File: config.mk
export PLATFORM = sky130hd
export DESIGN_NAME = node_budget_top
export DESIGN_NICKNAME = d
export VERILOG_FILES = /design/src/rtl/node_budget_pkg.sv /design/src/rtl/node_budget_ctrl.sv /design/src/rtl/node_budget_dp.sv /design/src/rtl/node_budget_top.sv
export SDC_FILE = /design/constraint.sdc
export NUM_CORES = 1
export LEC_CHECK = 0
export BUFFER_PORTS_ARGS = -buffer_cell sky130_fd_sc_hd__buf_4
export CORE_UTILIZATION = 58
export CTS_CLUSTER_DIAMETER = 40
export DETAILED_ROUTE_END_ITERATION = 10
export MAX_ROUTING_LAYER = met4
export PLACE_DENSITY = 0.77
export SYNTH_ARGS = -nofsm -noshare
export SYNTH_HDL_FRONTEND = slang
export SYNTH_SLANG_ARGS = --single-unit
File: constraint.sdc
create_clock -name clk -period 5.1 [get_ports clk]
set_input_delay 0.765 -clock clk [delete_from_list [all_inputs] [get_ports clk]]
set_output_delay 0.765 -clock clk [all_outputs]
set_load 0.05 [all_outputs]
File: src/rtl/node_budget_pkg.sv
package node_budget_pkg;

  // Strobes from the control to the datapath, valid for one cycle each
  typedef struct packed {
    logic clearAcc;   // new block: clear pool, sample budget
    logic loadAllow;  // new vector: register its allowance
    logic clearCnt;   // new vector: clear per-vector counter
    logic bumpCnt;    // accepted visit strobe
    logic commit;     // vector done: charge count to pool
  } budgetStrobes_t;

endpackage

File: src/rtl/node_budget_ctrl.sv
module node_budget_ctrl
  import node_budget_pkg::*;
(
  input  logic           clk,
  input  logic           rstN,
  input  logic           blockStart,
  input  logic           vecStart,
  input  logic           nodeVisit,
  input  logic           vecDone,
  input  logic           hitLimit,
  output budgetStrobes_t strb,
  output logic           terminate
);

  logic active;
  logic termHeld;
  logic accepted;

  always_comb begin
    accepted       = active & nodeVisit & ~termHeld;
    strb.clearAcc  = blockStart;
    strb.loadAllow = vecStart;
    strb.clearCnt  = vecStart;
    strb.bumpCnt   = accepted & ~vecStart;
    strb.commit    = active & vecDone & ~vecStart;
    terminate      = active & (termHeld | (nodeVisit & hitLimit));
  end

  always_ff @(posedge clk or negedge rstN) begin
    if (!rstN) begin
      active   <= 1'b0;
      termHeld <= 1'b0;
    end else if (vecStart) begin
      active   <= 1'b1;
      termHeld <= 1'b0;
    end else if (blockStart || vecDone) begin
      active   <= 1'b0;
      termHeld <= 1'b0;
    end else if (accepted && hitLimit) begin
      termHeld <= 1'b1;
    end
  end

  // terminate is only ever raised for an active vector
  assert_term_needs_vector_R4: assert property (@(posedge clk) disable iff (!rstN)
    terminate |-> active);

  // terminate holds until the vector is closed
  assert_term_holds_R5: assert property (@(posedge clk) disable iff (!rstN)
    (terminate && !vecDone && !vecStart && !blockStart) |=> terminate);

  // terminate drops after vecDone
  assert_term_clears_R5: assert property (@(posedge clk) disable iff (!rstN)
    (vecDone && !vecStart) |=> !terminate);

endmodule

File: src/rtl/node_budget_dp.sv
module node_budget_dp
  import node_budget_pkg::*;
#(
  parameter int NUM_VEC = 64,
  parameter int DEPTH   = 4,
  parameter int AVG_W   = 8,
  parameter int IDX_W   = 7,
  parameter int CNT_W   = 14
) (
  input  logic             clk,
  input  logic             rstN,
  input  budgetStrobes_t   strb,
  input  logic [AVG_W-1:0] avgBudget,
  input  logic [IDX_W-1:0] vecIdx,
  output logic             hitLimit,
  output logic [CNT_W-1:0] allowance
);

  localparam int ACC_W = CNT_W + 1;
  localparam int SUM_W = ACC_W + 1;

  logic [AVG_W-1:0] davgQ;
  logic [ACC_W-1:0] acc;
  logic [CNT_W-1:0] cnt;
  logic [CNT_W-1:0] allowQ;

  logic [AVG_W-1:0] davgEff;
  logic [ACC_W-1:0] accEff;
  logic [SUM_W-1:0] totalNodes, reserveNodes, usedNodes, floorNodes, allowNext;
  logic [CNT_W:0]   cntPlusOne;

  always_comb begin
    davgEff      = strb.clearAcc ? avgBudget : davgQ;
    accEff       = strb.clearAcc ? '0 : acc;
    totalNodes   = SUM_W'(NUM_VEC) * SUM_W'(davgEff);
    reserveNodes = (SUM_W'(NUM_VEC) - SUM_W'(vecIdx)) * SUM_W'(DEPTH);
    usedNodes    = SUM_W'(accEff) + reserveNodes;
    floorNodes   = usedNodes + SUM_W'(DEPTH);
    allowNext    = (totalNodes >= floorNodes) ? (totalNodes - usedNodes)
                                              : SUM_W'(DEPTH);
    cntPlusOne   = {1'b0, cnt} + (CNT_W+1)'(1);
    hitLimit     = cntPlusOne >= {1'b0, allowQ};
    allowance    = allowQ;
  end

  always_ff @(posedge clk or negedge rstN) begin
    if (!rstN) begin
      davgQ  <= '0;
      acc    <= '0;
      cnt    <= '0;
      allowQ <= '0;
    end else begin
      if (strb.clearAcc) begin
        davgQ <= avgBudget;
        acc   <= '0;
      end else if (strb.commit) begin
        acc <= acc + ACC_W'(cnt) + ACC_W'(strb.bumpCnt);
      end
      if (strb.loadAllow) allowQ <= CNT_W'(allowNext);
      if (strb.clearCnt)     cnt <= '0;
      else if (strb.bumpCnt) cnt <= cnt + CNT_W'(1);
    end
  end

  // a freshly loaded allowance never falls below one tree depth
  assert_allow_floor_R7: assert property (@(posedge clk) disable iff (!rstN)
    strb.loadAllow |=> (allowQ >= CNT_W'(DEPTH)));

  // accepted visits never exceed the allowance
  assert_count_within_allow_R6: assert property (@(posedge clk) disable iff (!rstN)
    cnt <= allowQ);

  // the pool only grows within a block
  assert_pool_monotonic_R3: assert property (@(posedge clk) disable iff (!rstN)
    !strb.clearAcc |=> (acc >= $past(acc)));

  // the sampled budget only moves on a block start
  assert_budget_sampled_R10: assert property (@(posedge clk) disable iff (!rstN)
    !strb.clearAcc |=> $stable(davgQ));

endmodule

File: src/rtl/node_budget_top.sv
module node_budget_top
  import node_budget_pkg::*;
#(
  parameter int NUM_VEC = 64,
  parameter int DEPTH   = 4,
  parameter int AVG_W   = 8,
  localparam int IDX_W  = $clog2(NUM_VEC + 1),
  localparam int CNT_W  = $clog2(NUM_VEC * ((1 << AVG_W) - 1) + 1)
) (
  input  logic             clk,
  input  logic             rstN,
  input  logic             blockStart,
  input  logic [AVG_W-1:0] avgBudget,
  input  logic             vecStart,
  input  logic [IDX_W-1:0] vecIdx,
  input  logic             nodeVisit,
  input  logic             vecDone,
  output logic             terminate,
  output logic [CNT_W-1:0] allowance
);

  budgetStrobes_t strb;
  logic           hitLimit;

  node_budget_ctrl ctrl_i (
    .clk        (clk),
    .rstN       (rstN),
    .blockStart (blockStart),
    .vecStart   (vecStart),
    .nodeVisit  (nodeVisit),
    .vecDone    (vecDone),
    .hitLimit   (hitLimit),
    .strb       (strb),
    .terminate  (terminate)
  );

  node_budget_dp #(
    .NUM_VEC (NUM_VEC),
    .DEPTH   (DEPTH),
    .AVG_W   (AVG_W),
    .IDX_W   (IDX_W),
    .CNT_W   (CNT_W)
  ) dp_i (
    .clk       (clk),
    .rstN      (rstN),
    .strb      (strb),
    .avgBudget (avgBudget),
    .vecIdx    (vecIdx),
    .hitLimit  (hitLimit),
    .allowance (allowance)
  );

endmodule

==> out/metrics.yaml, run 1 <==
outcome:
  status: "completed"
drt:
  drtPass1Iterations: 5
  via_per_inst: 6.216
  drc: 0
  wire_per_inst_um: 17.99
  via_count: 4811
  antenna_left: 0
  drt_iter0_drc: 312
  totalWireLength_mm: 13.92
sta:
  slew_headroom_pct: 50.69
  max_freq_mhz: 202.7
  setup_ws_ns: 0.1672
  hold_viol_final: 0
  fin_crit_ns: 4.933
  setup_violations: 0
  finClkSkew_ns: 0.01299
  setup_tns_ns: 0
  whs_ns: 0.4808
  maxSlewViolCount: 0
  post-route-period-util_pct: 96.72
  worst_pin_slew_ns: 0.7370
logic_synthesis:
  synth_nets: 690
  yosys-mux-area-fraction_pct: 2.716
  synthSimpleGateAreaFrac_pct: 21.89
  synthArstFlopShare_pct: 100.0
  syn_inst: 613
  ys_ff_latch: 53
  synth_compound_area_share_pct: 21.68
  synth_fa_ha_area_share_pct: 13.89
  netlist_area_um2: 5206
  synth_edf_count: 0
  yosys_warnings: 0
  yosysUniqueCellTypes: 67
  synth_top_family_by_area: "simple AND/OR/NAND/NOR gates"
  synth_xor_area_share_pct: 9.901
  avgSynthCellArea_um2: 8.493
  yosysSeqAreaShare_pct: 25.47
  synthFlopType: "dfrtp_1"
critical_path:
  endpoint_kind: "register"
  crit_fanout: 10
  cpMostUsedCell: "ha_1"
  crit_chain: "buf_4 > inv_1 > ha_1 > inv_1 > or3_1 > xor2_1 > ha_1 > o21a_1 > a211oi_2 > a311oi_2 > nand4b_1 > a311o_1 > a211o_4 > xnor2_1 > ha_1 > nand3_1 > or3_1 > o22ai_2 > and2_4 > buf_4 > nand3_1 > o21ai_0"
  cpPeakStageDelay_ns: 0.39
  r2r_setup_slack_ns: 0.58
  start_kind: "primary input"
  critical_path_class: "in2reg"
  cp-startpoint: "vecIdx[0]"
  cp.arrival_ns: 5.16
  slowest_stage: "or3_1"
  r2r-start: "dp_i.acc[2]"
  cp_data_required_time_ns: 5.32
global_routing:
  grt_pass1_wl_mm: 23.16
  grt_start_max_net_pins: 54
  antenna_found_initial: 0
  gr-total-overflow: 0
  track_usage_pct: 31.08
  grt_pass1_vias: 4865
cts:
  cts-root-buf: "clkbuf_8"
  cts_tree: "built"
  tritoncts.num_buffers: 5
  clk_path_buf_depth: 2
  cts_max_level: 2
  clk_latency_ns: 0.31
  clk_pin_slew_ns: 0.11
  cts_setup_buffers: 0
  clock-sinks: 53
placed_design:
  portBuffers: 35
  gp_congestion: 0.8821
  post-dp-hpwl_mm: 11.06
  post-place-ws_ns: -0.1497
pwr:
  p_per_area_nw_per_um2: 173.7
  p_leak_nw: 2.704
  peakVddDrop_v: 0.0001250
  power_mw: 1.023
floorplanning:
  die_x_um: 96.75
  die-area_um2: 9360
  start_util_pct: 59.70
  die_h_um: 96.75
  rows: 34
  core_area_um2: 8721
  ios: 36
finish:
  seqCellArea_um2: 1326
  area_growth_pct: 13.12
  n_fill_cell: 721
  layout.nets: 742
  multi_input_area_um2: 3707
  drive_above_1_share_pct: 17.27
  n_antenna_cell: 0
min_path:
  hold_path_class: "in2async"
run:
  drv_cap: 0
[routing by layer]
layer	part of all wire, %	wire, µm	global-route usage (%)
met1	44	6078	38.82
met2	50	6933	52.38
met3	4.0	553	3.468
met4	2.6	357	10.56
met5	0	0	-
[flip-flops by register name, summed over array words and instances (netlist names)]
signal / flops
dp_i.acc: 15
dp_i.allowance: 14
dp_i.cnt: 14
dp_i.davgQ: 8
ctrl_i.active: 1
ctrl_i.termHeld: 1
[cells in the final DEF, fill, tap and decap left out, types with 6 or more instances in the layout]
| cell type | Yosys | routed |
|---|---|---|
| buf_4 | 0 | 65 |
| a211oi_1 | 10 | 7 |
| a21o_1 | 8 | 8 |
| nand4_1 | 6 | 6 |
| o21ai_0 | 27 | 25 |
| o21a_1 | 11 | 11 |
| nand2b_1 | 8 | 8 |
| xor2_1 | 24 | 24 |
| o221ai_1 | 9 | 9 |
| dfrtp_1 | 53 | 53 |
| and2_1 | 7 | 6 |
| o211ai_1 | 9 | 9 |
| or3_1 | 8 | 8 |
| ha_1 | 53 | 51 |
| a21oi_1 | 24 | 23 |
| and3_1 | 7 | 7 |
| nand2_1 | 41 | 41 |
| mux2_2 | 9 | 9 |
| a31oi_1 | 6 | 6 |
| or2_2 | 7 | 7 |
| a22o_1 | 9 | 9 |
| nor3_1 | 11 | 10 |
| nor2b_1 | 19 | 18 |
| inv_1 | 35 | 35 |
| nand3_1 | 42 | 42 |
| nor2_1 | 48 | 48 |
| xnor2_1 | 33 | 33 |
| o31ai_1 | 6 | 6 |
[final timing paths]
path / endpoint / cells past startpoint
worst max-delay path: dp_i.allowance[3] / 22
worst min-delay path: dp_i.davgQ[7] / 1
worst max register to register: dp_i.allowance[3] / 18
worst min register to register: dp_i.acc[8] / 2
max in group asynchronous: dp_i.acc[11] / 1
min in group clk: dp_i.acc[8] / 2
[cell usage after synthesis, drive strengths merged, types with 5 or more instances]
cell type / number / share of area, %
dfrtp: 53 / 25
ha: 53 / 13
nor2: 49 / 3.8
nand3: 42 / 4.0
nand2: 41 / 3.0
inv: 36 / 2.6
xnor2: 34 / 5.9
o21ai: 28 / 2.9
a21oi: 24 / 2.3
xor2: 24 / 4.0
nor2b: 19 / 2.3
clkbuf: 16 / 1.2
nor3: 11 / 1.1
o21a: 11 / 1.6
a211oi: 10 / 1.4
a22o: 9 / 1.5
mux2: 9 / 1.9
o211ai: 9 / 1.3
o221ai: 9 / 1.5
a21o: 8 / 1.2
nand2b: 8 / 0.96
or3: 8 / 0.96
and2: 7 / 0.84
and3: 7 / 0.84
or2: 7 / 0.84
a31oi: 6 / 0.72
nand4: 6 / 0.72
o31ai: 6 / 0.87
buf: 5 / 0.70
nor4: 5 / 0.60
o21bai: 5 / 0.72
[power by group]
group          internal, mW  total, mW  switching, mW
clock                0.0986      0.252          0.153
combinational         0.131      0.326          0.195
sequential            0.435      0.445         0.0101
total                 0.664       1.02          0.359
[stage by stage]
step                instance area [µm²]  utilization (%)  std cells
floorplan                          5263                -        613
global placement                   5771            66.17        766
detailed placement                 5771            66.17        766
CTS                                5857            67.16        774
global route                       5889            67.53        774
finish                             5889            67.53        774
[cell type report]
class	count	area share, %
Timing Repair Buffer	66	8.477
Inverter	36	2.294
Multi-Input combinational cell	503	62.95
Clock buffer	6	1.232
Clock inverter	2	0.2337
Sequential cell	53	22.52
Tap cell	108	2.294
[cell families after synthesis]
| family | Yosys count |
|---|---|
| muxes | 13 |
| buffers and inverters | 57 |
| adders and majority gates | 56 |
| DFF | 53 |
| AOI/OAI and AO/OA | 155 |
| and+or+nand+nor | 221 |
| xor gates and xnor gates | 58 |
[timing repair]
action,in CTS,in global routing
gates resized for setup,0,11
setup endpoints to repair,0,10
hold buffers,0,0
[worst max-delay path: cells and delay by family]
| kind | cells | cell delay [ns] |
|---|---|---|
| buffers and inverters | 4 | 0.37 |
| AOI/OAI and AO/OA | 7 | 1.55 |
| adders and majority gates | 3 | 0.78 |
| and+or+nand+nor | 6 | 1.40 |
| xor gates and xnor gates | 2 | 0.28 |
Note: power is estimated with default switching activity, not from simulation.
==> run 2: changes to the inputs <==
--- a/config.mk
+++ b/config.mk
@@ -11,6 +11,7 @@
 export DETAILED_ROUTE_END_ITERATION = 10
 export MAX_ROUTING_LAYER = met4
 export PLACE_DENSITY = 0.77
+export RECOVER_POWER = 50
 export SYNTH_ARGS = -nofsm -noshare
 export SYNTH_HDL_FRONTEND = slang
 export SYNTH_SLANG_ARGS = --single-unit
==> run 2 against run 1 <==
Effect of this change:
- first-iteration DRC count up 13%
- global-route usage stayed put
- critical path type unchanged
- the run now ends with capacitance limit, slew limit left
- sequential share of layout area about the same
==> out/metrics.yaml, run 2 (same netlist as run 1, synthesis figures left out) <==
outcome:
  status: "finished, violations left"  # was completed
  violations: "capacitance limit, slew limit"
drt:
  routed-wl-met3_um: 566  # was 553 µm
  top_layer: "met4"  # unchanged
  met2WireLength_mm: 6.972  # was 6.933 mm
  drtPass1Iterations: 6  # was 5
  wire_per_inst_um: 17.97  # was 17.99 µm
  drc: 0  # unchanged
  antenna_left: 0  # unchanged
  drt_iter0_drc: 353  # was 312
  drt-met1-wl_mm: 6.012  # was 6.078 mm
  totalWireLength_mm: 13.91  # was 13.92 mm
  via_count: 4811  # unchanged
  via_per_inst: 6.216  # unchanged
pwr:
  seqPwrFrac_pct: 43.6  # was 43.5%
  peakVddDrop_v: 0.0001241  # was 0.0001250 V
  p_leak_nw: 2.697  # was 2.704 nW
  switching_power_mw: 0.3570  # was 0.3588 mW
  internal_power_mw: 0.6627  # was 0.6641 mW
  power_mw: 1.020  # was 1.023 mW
  p_per_area_nw_per_um2: 173.4  # was 173.7 nW/µm²
  switching_share_pct: 35.01  # was 35.07%
  p_clk_share_pct: 24.6  # about the same
  combPwrFrac_pct: 31.8  # was 31.9%
cts:
  cts_setup_buffers: 0  # unchanged
  cts_tree: "built"  # unchanged
  tritoncts.num_buffers: 5  # unchanged
  clk_path_buf_depth: 2  # unchanged
  clk_pin_slew_ns: 0.11  # about the same
  clk_latency_ns: 0.31  # about the same
  cts-root-buf: "clkbuf_8"  # unchanged
  clock-sinks: 53  # unchanged
  cts_max_level: 2  # unchanged
global_routing:
  grt_pass1_wl_mm: 23.16  # unchanged
  antenna_found_initial: 0  # unchanged
  track_usage_pct: 31.08  # unchanged
  gr-total-overflow: 0  # unchanged
  grt_start_max_net_pins: 54  # unchanged
  grt_pass1_vias: 4865  # unchanged
finish:
  fin_cells: 774  # unchanged
  seqCellArea_um2: 1326  # unchanged
  area_growth_pct: 12.98  # was 13.12%
  fin_util_pct: 67.45  # was 67.53%
  multi_input_area_um2: 3707  # unchanged
  n_fill_cell: 723  # was 721
  layout.nets: 742  # unchanged
  n_antenna_cell: 0  # unchanged
  drive_above_1_share_pct: 16.52  # was 17.27%
  top_register: "dp_i.acc"  # unchanged
  final_common_cell: "buf_4"  # unchanged
  fin_area_um2: 5882  # was 5889 µm²
  largest_reg_flops: 15  # unchanged
  layout_common_cells: "buf_4, dfrtp_1, ha_1, nor2_1, nand3_1"  # unchanged
critical_path:
  r2r_setup_slack_ns: 0.59  # was 0.58 ns
  critical_path_class: "in2reg"  # unchanged
  crit_fanout: 11  # was 10
  cp.arrival_ns: 5.16  # about the same
  cp_top_family: "compound AO/OA/AOI/OAI gates"  # unchanged
  cpPeakStageDelay_ns: 0.55  # was 0.39 ns
  start_kind: "primary input"  # unchanged
  crit_chain: "buf_4 > or4_4 > nor2_1 > xor2_1 > ha_2 > o21ai_0 > nor2b_2 > o211ai_1 > nand3_1 > a311o_1 > a211o_4 > xnor2_1 > ha_1 > nand3_1 > or3_1 > o22ai_2 > buf_6 > o31a_1 > o2111ai_1 > o211ai_1"  # was buf_4 > inv_1 > ha_1 > inv_1 > or3_1 > xor2_1 > ha_1 > o21a_1 > a211oi_2 > a311oi_2 > nand4b_1 > a311o_1 > a211o_4 > xnor2_1 > ha_1 > nand3_1 > or3_1 > o22ai_2 > and2_4 > buf_4 > nand3_1 > o21ai_0
  critPathBufInv: 2  # was 4
  cp_data_required_time_ns: 5.33  # was 5.32 ns
  slowest_stage: "or4_4"  # was or3_1
  endpoint_kind: "register"  # unchanged
placed_design:
  gp_congestion: 0.8821  # unchanged
  portBuffers: 35  # unchanged
  dpl_cell_area_um2: 5771  # unchanged
  dp_cells: 766  # unchanged
  post-place-ws_ns: -0.1497  # unchanged
  post-dp-hpwl_mm: 11.06  # unchanged
run:
  drv_cap: 1  # was 0
sta:
  slew_headroom_pct: -94.34  # was 50.69%
  worst_pin_slew_ns: 2.915  # was 0.7370 ns
  post-route-period-util_pct: 96.59  # was 96.72%
  setup_violations: 0  # unchanged
  finClkSkew_ns: 0.01079  # was 0.01299 ns
  maxSlewViolCount: 54  # was 0
  hold_viol_final: 0  # unchanged
  fin_crit_ns: 4.926  # was 4.933 ns
  setup_tns_ns: 0  # unchanged
  whs_ns: 0.5112  # was 0.4808 ns
  setup_ws_ns: 0.1738  # was 0.1672 ns
  max_freq_mhz: 203.0  # was 202.7 MHz
min_path:
  hold_path_class: "reg2reg"  # was in2async
floorplanning:
  rows: 34  # unchanged
  die_x_um: 96.75  # unchanged
  core_area_um2: 8721  # unchanged
  ios: 36  # unchanged
  die-area_um2: 9360  # unchanged
  die_h_um: 96.75  # unchanged
  start_util_pct: 59.70  # unchanged
## run 2: cell types whose count changed in the layout (fill, tap and decap cells not counted)
cell and delta:
clkbuf_4 +1, mux2_2 -3, mux2_1 +3, buf_4 -3, clkbuf_1 +2
## run 2: worst min-delay path, delay by kind of cell (launching register included)
| family | cells | cell delay, ns |
|---|---|---|
| AO/OA/AOI/OAI | 1 | 0.05 |
| flip-flops | 1 | 0.37 |
| AND/OR/NAND/NOR | 1 | 0.05 |
## run 2: timing repair
action                                  in CTS  in global routing
hold buffers                                 0                  0
resized for setup                            0                 11
endpoints found under the setup margin       0                 10
## run 2: path summary, 6_finish.rpt
| path | startpoint | endpoint | cells past startpoint |
|---|---|---|---|
| min | dp_i.acc[8] | dp_i.acc[8] | 2 |
| max in group asynchronous | rstN | dp_i.acc[11] | 1 |
| max | vecIdx[5] | dp_i.allowance[12] | 20 |
| min in group asynchronous | rstN | dp_i.davgQ[7] | 1 |
| min reg2reg | dp_i.acc[8] | dp_i.acc[8] | 2 |
| max reg2reg | dp_i.acc[2] | dp_i.allowance[12] | 18 |
## run 2: power by group through the flow
stage | Clock, mW | Combinational, mW | Sequential [mW]
after CTS | 0.257 | 0.322 | 0.445
after floorplan | 0 | 0.200 | 0.473
after global routing | 0.268 | 0.355 | 0.447
after global placement | 0 | 0.312 | 0.452
after detailed placement | 0 | 0.320 | 0.453
final | 0.250 | 0.324 | 0.445
## run 2: metal layers
metal	vias to the layer above	track usage, %
met3	31	3.468
li1	2337	-
met4	0	10.56
met2	145	52.38
met1	2298	38.82
met5	-	-
## run 2: area by class of cell
type,count,area share [%]
clock inverter,2,0.2340
multi-input combinational,503,63.03
clock buffer,6,1.234
inverter,36,2.297
tap,108,2.297
sequential,53,22.55
timing repair buffer,66,8.360
